--- src/rtl/opstat_pkg.sv ---
// Shared definitions for the embedded operation status reporter.
// Assumes one operation at a time; status bit positions are fixed by the host polling protocol.
package opstat_pkg;
    typedef enum logic [1:0] {
        ST_ARRAY = 2'd0,
        ST_PGM   = 2'd1,
        ST_ERS   = 2'd2,
        ST_FAIL  = 2'd3
    } op_state_e;

    localparam int POLL_BIT  = 7;
    localparam int TOG_BIT   = 6;
    localparam int LIMIT_BIT = 5;
    localparam int PHASE_BIT = 4;
    localparam int WIN_BIT   = 3;
endpackage

--- src/rtl/opstat_pgm_timer.sv ---
// Program duration counter: marks the end of the program pulse and the time limit.
// Assumes LIMIT > PULSE >= 1; clear wins over run.
module opstat_pgm_timer #(
    parameter int PULSE = 8,
    parameter int LIMIT = 20
) (
    input  logic clk,
    input  logic rst_n,
    input  logic clear,
    input  logic run,
    output logic pulse_end,
    output logic limit_end
);
    localparam int CW = $clog2(LIMIT + 1);

    logic [CW-1:0] cnt_q;

    // Count cycles spent programming.
    always_ff @(posedge clk) begin
        if (!rst_n)      cnt_q <= '0;
        else if (clear)  cnt_q <= '0;
        else if (run)    cnt_q <= cnt_q + 1'b1;
    end

    assign pulse_end = run && (cnt_q == CW'(PULSE - 1));
    assign limit_end = run && (cnt_q == CW'(LIMIT - 1));

    // the counter never runs past the limit while programming
    a_r6_count_bound: assert property (@(posedge clk) disable iff (!rst_n)
        run |-> (cnt_q < CW'(LIMIT)));
endmodule

--- src/rtl/opstat_toggle.sv ---
// Read-driven toggle bit: cleared when an operation starts, inverted per status read.
// Assumes clear and advance are never high together in a correct caller.
module opstat_toggle (
    input  logic clk,
    input  logic rst_n,
    input  logic clear,
    input  logic advance,
    output logic tog
);
    // Hold or invert the toggle bit.
    always_ff @(posedge clk) begin
        if (!rst_n)        tog <= 1'b0;
        else if (clear)    tog <= 1'b0;
        else if (advance)  tog <= ~tog;
    end

    // a start must not coincide with a counted read
    a_r3_no_clash: assert property (@(posedge clk) disable iff (!rst_n)
        clear |-> !advance);
endmodule

--- src/rtl/opstat_fmt.sv ---
// Read data former: passes the array byte or builds the status word from mode and flags.
// Purely combinational; reserved bits 2..0 read 0 in status.
module opstat_fmt
    import opstat_pkg::*;
(
    input  op_state_e  state,
    input  logic       tog,
    input  logic       want7,
    input  logic [7:0] array_byte,
    input  logic       ers_window,
    input  logic       ers_erasing,
    input  logic       fail_erase,
    input  logic       fail_phase,
    output logic [7:0] rd_data
);
    // Select the array byte or assemble the status bits.
    always_comb begin
        rd_data = 8'h00;
        case (state)
            ST_PGM: begin
                rd_data[POLL_BIT] = ~want7;
                rd_data[TOG_BIT]  = tog;
            end
            ST_ERS: begin
                rd_data[TOG_BIT]   = tog;
                rd_data[PHASE_BIT] = ~ers_window & ers_erasing;
                rd_data[WIN_BIT]   = ~ers_window;
            end
            ST_FAIL: begin
                rd_data[POLL_BIT]  = fail_erase ? 1'b0 : ~want7;
                rd_data[TOG_BIT]   = tog;
                rd_data[LIMIT_BIT] = 1'b1;
                rd_data[PHASE_BIT] = fail_erase & fail_phase;
                rd_data[WIN_BIT]   = fail_erase;
            end
            default: rd_data = array_byte;
        endcase
    end
endmodule

--- src/rtl/opstat_reporter.sv ---
// Top of the status reporter: mode control, program effect and timeout, erase tracking.
// Assumes array_byte is stable while start_pgm is sampled and the erase engine drives levels.
module opstat_reporter
    import opstat_pkg::*;
#(
    parameter int PGM_CYCLES   = 8,
    parameter int LIMIT_CYCLES = 20
) (
    input  logic       clk,
    input  logic       rst_n,
    input  logic       start_pgm,
    input  logic [7:0] pgm_data,
    input  logic [7:0] array_byte,
    input  logic       ers_busy,
    input  logic       ers_window,
    input  logic       ers_erasing,
    input  logic       ers_overrun,
    input  logic       rd_strobe,
    input  logic       reset_cmd,
    output logic [7:0] rd_data,
    output logic       prog_we,
    output logic [7:0] prog_wdata
);
    op_state_e  state_q, state_d;
    logic [7:0] old_q, new_q;
    logic       fail_erase_q, fail_phase_q;
    logic       pgm_go, ers_go, pulse_end, limit_end, tog, match;

    assign pgm_go = (state_q == ST_ARRAY) && start_pgm;
    assign ers_go = (state_q == ST_ARRAY) && !start_pgm && ers_busy;
    assign match  = ((new_q & ~old_q) == 8'h00);

    // Next operating mode.
    always_comb begin
        state_d = state_q;
        case (state_q)
            ST_ARRAY: if (start_pgm) state_d = ST_PGM;
                      else if (ers_busy) state_d = ST_ERS;
            ST_PGM:   if (limit_end) state_d = ST_FAIL;
                      else if (pulse_end && match) state_d = ST_ARRAY;
            ST_ERS:   if (ers_overrun) state_d = ST_FAIL;
                      else if (!ers_busy) state_d = ST_ARRAY;
            ST_FAIL:  if (reset_cmd) state_d = ST_ARRAY;
            default:  state_d = ST_ARRAY;
        endcase
    end

    // Mode register.
    always_ff @(posedge clk) begin
        if (!rst_n) state_q <= ST_ARRAY;
        else        state_q <= state_d;
    end

    // Latch the old and requested bytes at program start.
    always_ff @(posedge clk) begin
        if (!rst_n) begin
            old_q <= 8'h00;
            new_q <= 8'h00;
        end else if (pgm_go) begin
            old_q <= array_byte;
            new_q <= pgm_data;
        end
    end

    // Record which operation and phase ran into the time limit.
    always_ff @(posedge clk) begin
        if (!rst_n) begin
            fail_erase_q <= 1'b0;
            fail_phase_q <= 1'b0;
        end else if (state_q == ST_PGM && limit_end) begin
            fail_erase_q <= 1'b0;
            fail_phase_q <= 1'b0;
        end else if (state_q == ST_ERS && ers_overrun) begin
            fail_erase_q <= 1'b1;
            fail_phase_q <= ers_erasing;
        end
    end

    opstat_pgm_timer #(.PULSE(PGM_CYCLES), .LIMIT(LIMIT_CYCLES)) u_timer (
        .clk       (clk),
        .rst_n     (rst_n),
        .clear     (pgm_go),
        .run       (state_q == ST_PGM),
        .pulse_end (pulse_end),
        .limit_end (limit_end)
    );

    opstat_toggle u_tog (
        .clk     (clk),
        .rst_n   (rst_n),
        .clear   (pgm_go || ers_go),
        .advance (rd_strobe && (state_q != ST_ARRAY)),
        .tog     (tog)
    );

    opstat_fmt u_fmt (
        .state       (state_q),
        .tog         (tog),
        .want7       (new_q[7]),
        .array_byte  (array_byte),
        .ers_window  (ers_window),
        .ers_erasing (ers_erasing),
        .fail_erase  (fail_erase_q),
        .fail_phase  (fail_phase_q),
        .rd_data     (rd_data)
    );

    assign prog_we    = (state_q == ST_PGM) && pulse_end;
    assign prog_wdata = old_q & new_q;

    // the program result is written in one cycle only
    a_r4_single_write: assert property (@(posedge clk) disable iff (!rst_n)
        prog_we |=> !prog_we);

    // while programming, the polling bit opposes the requested bit 7
    a_r2_poll_bit: assert property (@(posedge clk) disable iff (!rst_n)
        (state_q == ST_PGM) |-> (rd_data[POLL_BIT] != new_q[POLL_BIT]));

    // a counted status read inverts bit 6 by the next cycle
    a_r3_toggle_step: assert property (@(posedge clk) disable iff (!rst_n)
        (state_q != ST_ARRAY && rd_strobe)
        |=> (state_q == ST_ARRAY || rd_data[TOG_BIT] != $past(rd_data[TOG_BIT])));

    // without a reset command the failed state holds
    a_r7_fail_holds: assert property (@(posedge clk) disable iff (!rst_n)
        (state_q == ST_FAIL && !reset_cmd) |=> (state_q == ST_FAIL));

    // erase completion returns to array reads
    a_r9_erase_done: assert property (@(posedge clk) disable iff (!rst_n)
        (state_q == ST_ERS && !ers_busy && !ers_overrun) |=> (state_q == ST_ARRAY));

    // failure is entered only from a running operation
    a_r6_fail_source: assert property (@(posedge clk) disable iff (!rst_n)
        (state_q == ST_ARRAY) |=> (state_q != ST_FAIL));
endmodule

--- config.mk ---
export PLATFORM = sky130hd
export DESIGN_NAME = opstat_reporter
export DESIGN_NICKNAME = d
export VERILOG_FILES = /design/src/rtl/opstat_pkg.sv /design/src/rtl/opstat_pgm_timer.sv /design/src/rtl/opstat_toggle.sv /design/src/rtl/opstat_fmt.sv /design/src/rtl/opstat_reporter.sv
export SDC_FILE = /design/constraint.sdc
export NUM_CORES = 1
export LEC_CHECK = 0
export BUFFER_PORTS_ARGS = -buffer_cell sky130_fd_sc_hd__buf_2
export CORE_UTILIZATION = 45
export DETAILED_ROUTE_END_ITERATION = 10
export PLACE_DENSITY = 0.71
export SYNTH_ARGS = -nofsm -noshare
export SYNTH_HDL_FRONTEND = slang
export SYNTH_SLANG_ARGS = --single-unit
--- constraint.sdc ---
create_clock -name clk -period 1.3 [get_ports clk]
set_clock_uncertainty 0.05 [all_clocks]
set_input_delay 0.13 -clock clk [delete_from_list [all_inputs] [get_ports clk]]
set_output_delay 0.13 -clock clk [all_outputs]
set_load 0.01 [all_outputs]
==> impl_results.html <==
<table>
<tr><th>Metric</th><th>Value</th></tr>
<tr><th colspan="2">Run status</th></tr>
<tr><td>Result of the run</td><td>finished, violations left</td></tr>
<tr><td>Violations in the final reports</td><td>design-rule violations, negative hold slack, negative setup slack</td></tr>
<tr><th colspan="2">Synth</th></tr>
<tr><td>Mean instance size in the synthesized netlist</td><td>7.94 um2</td></tr>
<tr><td>Netlist area before placement</td><td>1410 um2</td></tr>
<tr><td>Number of distinct library cells after synthesis</td><td>41</td></tr>
<tr><td>Main synth FF type</td><td>sky130_fd_sc_hd__dfxtp_1</td></tr>
<tr><td>Number of enable-type register cells in the synthesized netlist</td><td>0</td></tr>
<tr><td>Proportion of synthesized chip area in sequential cells</td><td>36.8%</td></tr>
<tr><td>Top cell type by total area after synthesis</td><td>sky130_fd_sc_hd__dfxtp_1</td></tr>
<tr><td>Cells after synthesis</td><td>178</td></tr>
<tr><td>Async set-or-reset flop fraction in the synthesized netlist</td><td>0%</td></tr>
<tr><td>Number of nets in the synthesized netlist</td><td>204</td></tr>
<tr><td>FF+latch count, synth</td><td>26</td></tr>
<tr><td>Area share of the largest cell type after synthesis</td><td>36.8%</td></tr>
<tr><td>Dominant cells by area after synthesis</td><td>sky130_fd_sc_hd__dfxtp_1 (37%), sky130_fd_sc_hd__nand2_1 (12%), sky130_fd_sc_hd__a21boi_1 (5.3%), sky130_fd_sc_hd__and2_1 (4.9%), sky130_fd_sc_hd__a21boi_0 (3.2%)</td></tr>
<tr><td>Yosys warns</td><td>0</td></tr>
<tr><th colspan="2">Die</th></tr>
<tr><td>Die Y-Extent</td><td>58.0 um</td></tr>
<tr><td>Die Width</td><td>58.0 um</td></tr>
<tr><td>CORE AREA</td><td>2850 um2</td></tr>
<tr><td>Site Rows</td><td>19</td></tr>
<tr><td>Number of primary I/O pins</td><td>42</td></tr>
<tr><td>Area of the die</td><td>3370 um2</td></tr>
<tr><td>Initial standard-cell utilization of the core</td><td>49.5%</td></tr>
<tr><th colspan="2">Global routing</th></tr>
<tr><td>Global-route wire length before repair</td><td>6.05 mm</td></tr>
<tr><td>Final global-route overflow total</td><td>0</td></tr>
<tr><td>Vias in the first global route</td><td>1445</td></tr>
<tr><td>Total track usage</td><td>23.5%</td></tr>
<tr><td>Number of antenna violations at the first check in global routing</td><td>0</td></tr>
<tr><td>Maximum number of pins on one net before global-route repair</td><td>23</td></tr>
<tr><th colspan="2">Worst setup path</th></tr>
<tr><td>Path type of the worst setup path</td><td>reg -&gt; out</td></tr>
<tr><td>Critical register-to-register path startpoint</td><td>state_q[1]$_SDFFE_PN0P_</td></tr>
<tr><td>Worst Setup SP</td><td>u_timer.cnt_q[0]$_SDFFE_PP0P_</td></tr>
<tr><td>Slowest stage cell on the critical path</td><td>sky130_fd_sc_hd__dfxtp_2</td></tr>
<tr><td>Crit-path cells</td><td>ha_4 -&gt; nand2b_4 -&gt; buf_6 -&gt; nor3_2 -&gt; buf_2</td></tr>
<tr><td>CP max stage delay</td><td>0.39 ns</td></tr>
<tr><td>Data arrival time at the worst-slack endpoint</td><td>1.39 ns</td></tr>
<tr><td>Required time of the critical path</td><td>1.12 ns</td></tr>
<tr><td>Kind of start point of the critical path</td><td>flip-flop</td></tr>
<tr><td>Critical Path Fanout Max</td><td>3</td></tr>
<tr><td>Type of element capturing the critical path</td><td>primary output</td></tr>
<tr><th colspan="2">Place</th></tr>
<tr><td>Final Wtd Congestion</td><td>0.816</td></tr>
<tr><td>IO buf count</td><td>41</td></tr>
<tr><td>DP Area</td><td>1800 um2</td></tr>
<tr><td>Detail Placement HPWL</td><td>2.63 mm</td></tr>
<tr><td>Placed insts</td><td>266</td></tr>
<tr><th colspan="2">Finish</th></tr>
<tr><td>Fin area</td><td>2200 um2</td></tr>
<tr><td>Share of final-layout standard cells stronger than drive strength 1</td><td>45.4%</td></tr>
<tr><td>Area Growth Syn to Fin</td><td>55.5%</td></tr>
<tr><td>Count of nets after finishing</td><td>287</td></tr>
<tr><td>N_diodes</td><td>0</td></tr>
<tr><td>End-of-flow core utilization</td><td>77.0%</td></tr>
<tr><td>Final Non-Filler Cells</td><td>291</td></tr>
<tr><th colspan="2">Timing</th></tr>
<tr><td>Worst slew slack as a fraction of its limit</td><td>75.7%</td></tr>
<tr><td>Number of endpoints with negative hold slack in the final report</td><td>1</td></tr>
<tr><td>Shortest clock period the worst path allows after layout</td><td>1.57 ns</td></tr>
<tr><td>Worst Max-Slew Pin Slew</td><td>0.364 ns</td></tr>
<tr><td>Slew Limit Fails</td><td>0</td></tr>
<tr><td>Maximum frequency from static timing analysis</td><td>638 MHz</td></tr>
<tr><td>Tightest hold margin</td><td>-0.0186 ns</td></tr>
<tr><td>Setup WS post-layout</td><td>-0.268 ns</td></tr>
<tr><td>Final setup violation count</td><td>27</td></tr>
<tr><td>Post-route fraction of the period consumed by the critical path</td><td>121%</td></tr>
<tr><td>Setup repair after global routing missed its margin</td><td>true</td></tr>
<tr><th colspan="2">Routing</th></tr>
<tr><td>Number of violations reported at the end of detailed-routing iteration 0</td><td>61</td></tr>
<tr><td>Via density</td><td>5.28</td></tr>
<tr><td>Total length of routed wires</td><td>4.13 mm</td></tr>
<tr><td>Number of vias after detailed routing</td><td>1537</td></tr>
<tr><td>Post-route antenna net violation count</td><td>0</td></tr>
<tr><td>Detail-routed net length per standard cell</td><td>14.2 um</td></tr>
<tr><td>Number of search-and-repair iterations in the first detailed-routing pass</td><td>10</td></tr>
<tr><td># DRC</td><td>3</td></tr>
<tr><th colspan="2">Clocking</th></tr>
<tr><td>CTS tree</td><td>yes</td></tr>
<tr><td>Cts bufs inserted</td><td>3</td></tr>
<tr><td>H-Tree Depth</td><td>1</td></tr>
<tr><td>Clk_lat worst skew</td><td>0.34 ns</td></tr>
<tr><td>Number of buffers added to fix hold violations after cts</td><td>13</td></tr>
<tr><td>Clock Sinks</td><td>26</td></tr>
<tr><td>Deepest clock path buffer count</td><td>2</td></tr>
<tr><td>Clock transition at the registers of the reported paths</td><td>0.15 ns</td></tr>
<tr><td>Root buffer cell</td><td>sky130_fd_sc_hd__clkbuf_4</td></tr>
<tr><th colspan="2">Power and ir drop</th></tr>
<tr><td>Static leakage</td><td>0.989 nW</td></tr>
<tr><td>Total Power Consumption</td><td>3.35 mW</td></tr>
<tr><td>Power density normalized to cell area</td><td>1530 nW/um2</td></tr>
<tr><td>IR drop worst, VDD</td><td>0.000902 V</td></tr>
<tr><th colspan="2">Worst hold path</th></tr>
<tr><td>HP Class</td><td>in -&gt; reg</td></tr>
<tr><td>Startpoint of the lowest-slack hold path</td><td>array_byte[4]</td></tr>
<tr><th colspan="2">Run</th></tr>
<tr><td>Max-cap check violation count</td><td>0</td></tr>
</table>
[power by group]
part / total (mW) / switching (mW) / internal, mW
clock network: 0.570 / 0.257 / 0.312
registers: 1.06 / 0.123 / 0.935
logic: 1.72 / 0.765 / 0.958
total: 3.35 / 1.15 / 2.21
[flip-flops by register name, indices dropped and copies added, names as in the netlist]
register / flops
new_q: 8
old_q: 8
u_timer.cnt_q: 5
state_q: 2
fail_erase_q: 1
fail_phase_q: 1
u_tog.tog: 1
[area by class of cell]
cell class / count / area, um2
Clock inverter: 1 / 30.0
Tap cell: 31 / 38.8
Fill cell: 203 / 656
Sequential cell: 26 / 538
Clock buffer: 3 / 22.5
Multi-Input combinational cell: 133 / 851
Timing Repair Buffer: 88 / 683
Inverter: 9 / 33.8
[final timing paths]
check	endpoint	slack [ns]	cells past startpoint
setup / recovery	prog_we	-0.27	5
hold / removal	old_q[4]$_SDFFE_PN0P_	-0.02	3
setup reg to reg	new_q[5]$_SDFFE_PN0P_	-0.19	6
hold reg to reg	new_q[0]$_SDFFE_PN0P_	0.43	2
[through the flow]
stage | worst slack, ns | setup TNS (ns)
2_1_floorplan | -0.0144 | -0.0270
3_3_place_gp | -0.0601 | -0.109
3_5_place_dp | -0.106 | -0.235
4_1_cts | -0.248 | -3.36
5_1_grt | -0.349 | -4.96
6_report | -0.268 | -3.18
[cells in the mapped netlist, types with 3 or more instances]
| library cell | count |
|---|---|
| sky130_fd_sc_hd__a21boi_0 | 6 |
| sky130_fd_sc_hd__a21boi_1 | 10 |
| sky130_fd_sc_hd__a21oi_1 | 4 |
| sky130_fd_sc_hd__and2_1 | 11 |
| sky130_fd_sc_hd__buf_2 | 4 |
| sky130_fd_sc_hd__dfxtp_1 | 26 |
| sky130_fd_sc_hd__inv_1 | 9 |
| sky130_fd_sc_hd__nand2_1 | 47 |
| sky130_fd_sc_hd__nor2_1 | 12 |
| sky130_fd_sc_hd__o21ai_0 | 6 |
| sky130_fd_sc_hd__o22ai_1 | 4 |
| sky130_fd_sc_hd__xor2_1 | 3 |
[critical path: cells and delay by family (launching register included)]
| kind | cells | cell delay [ns] |
|---|---|---|
| adders and majority gates | 1 | 0.16 |
| and+or+nand+nor | 2 | 0.23 |
| DFF | 1 | 0.39 |
| buffers and inverters | 2 | 0.27 |
[cell usage in the layout, fill, tap and decap left out, drive strengths merged, types with 3 or more instances in the layout]
cell type and instances:
o22ai 5, o21ai 7, dlygate4sd3 13, dfxtp 26
inv 9, a21oi 6, clkbuf 3, buf 74
nor2 12, a21boi 16, xor2 3, nand2 48
nor2b 3, and2 12
[cell families (layout without fill, tap and decap cells)]
family                     count (synthesis)  count (layout)  share of synthesized area (%)
DFF                                       26              26                           36.8
buffers and inverters                     19             101                           8.95
adders and majority gates                  1               1                          0.886
muxes                                      2               2                           1.51
AOI/OAI and AO/OA                         38              38                           19.3
xor gates and xnor gates                   5               5                           3.10
and+or+nand+nor                           87              87                           29.4
[layer usage]
metal / share of wire (%) / up-vias / global-route usage (%)
met5: 0 / - / 0
met4: 3.5 / 0 / 9.86
met3: 4.5 / 18 / 2.90
met2: 52 / 54 / 44.5
met1: 40 / 716 / 26.2
li1: - / 749 / -
[repair_timing]
item | in CTS | in global routing
resized for setup | 17 | 30
pin swaps | 3 | 13
setup buffers | 2 | 5
hold endpoints to repair | 14 | 1
endpoints found under the setup margin | 29 | 35
gates cloned | 1 | 1
Power figures use the tool's default switching activity.
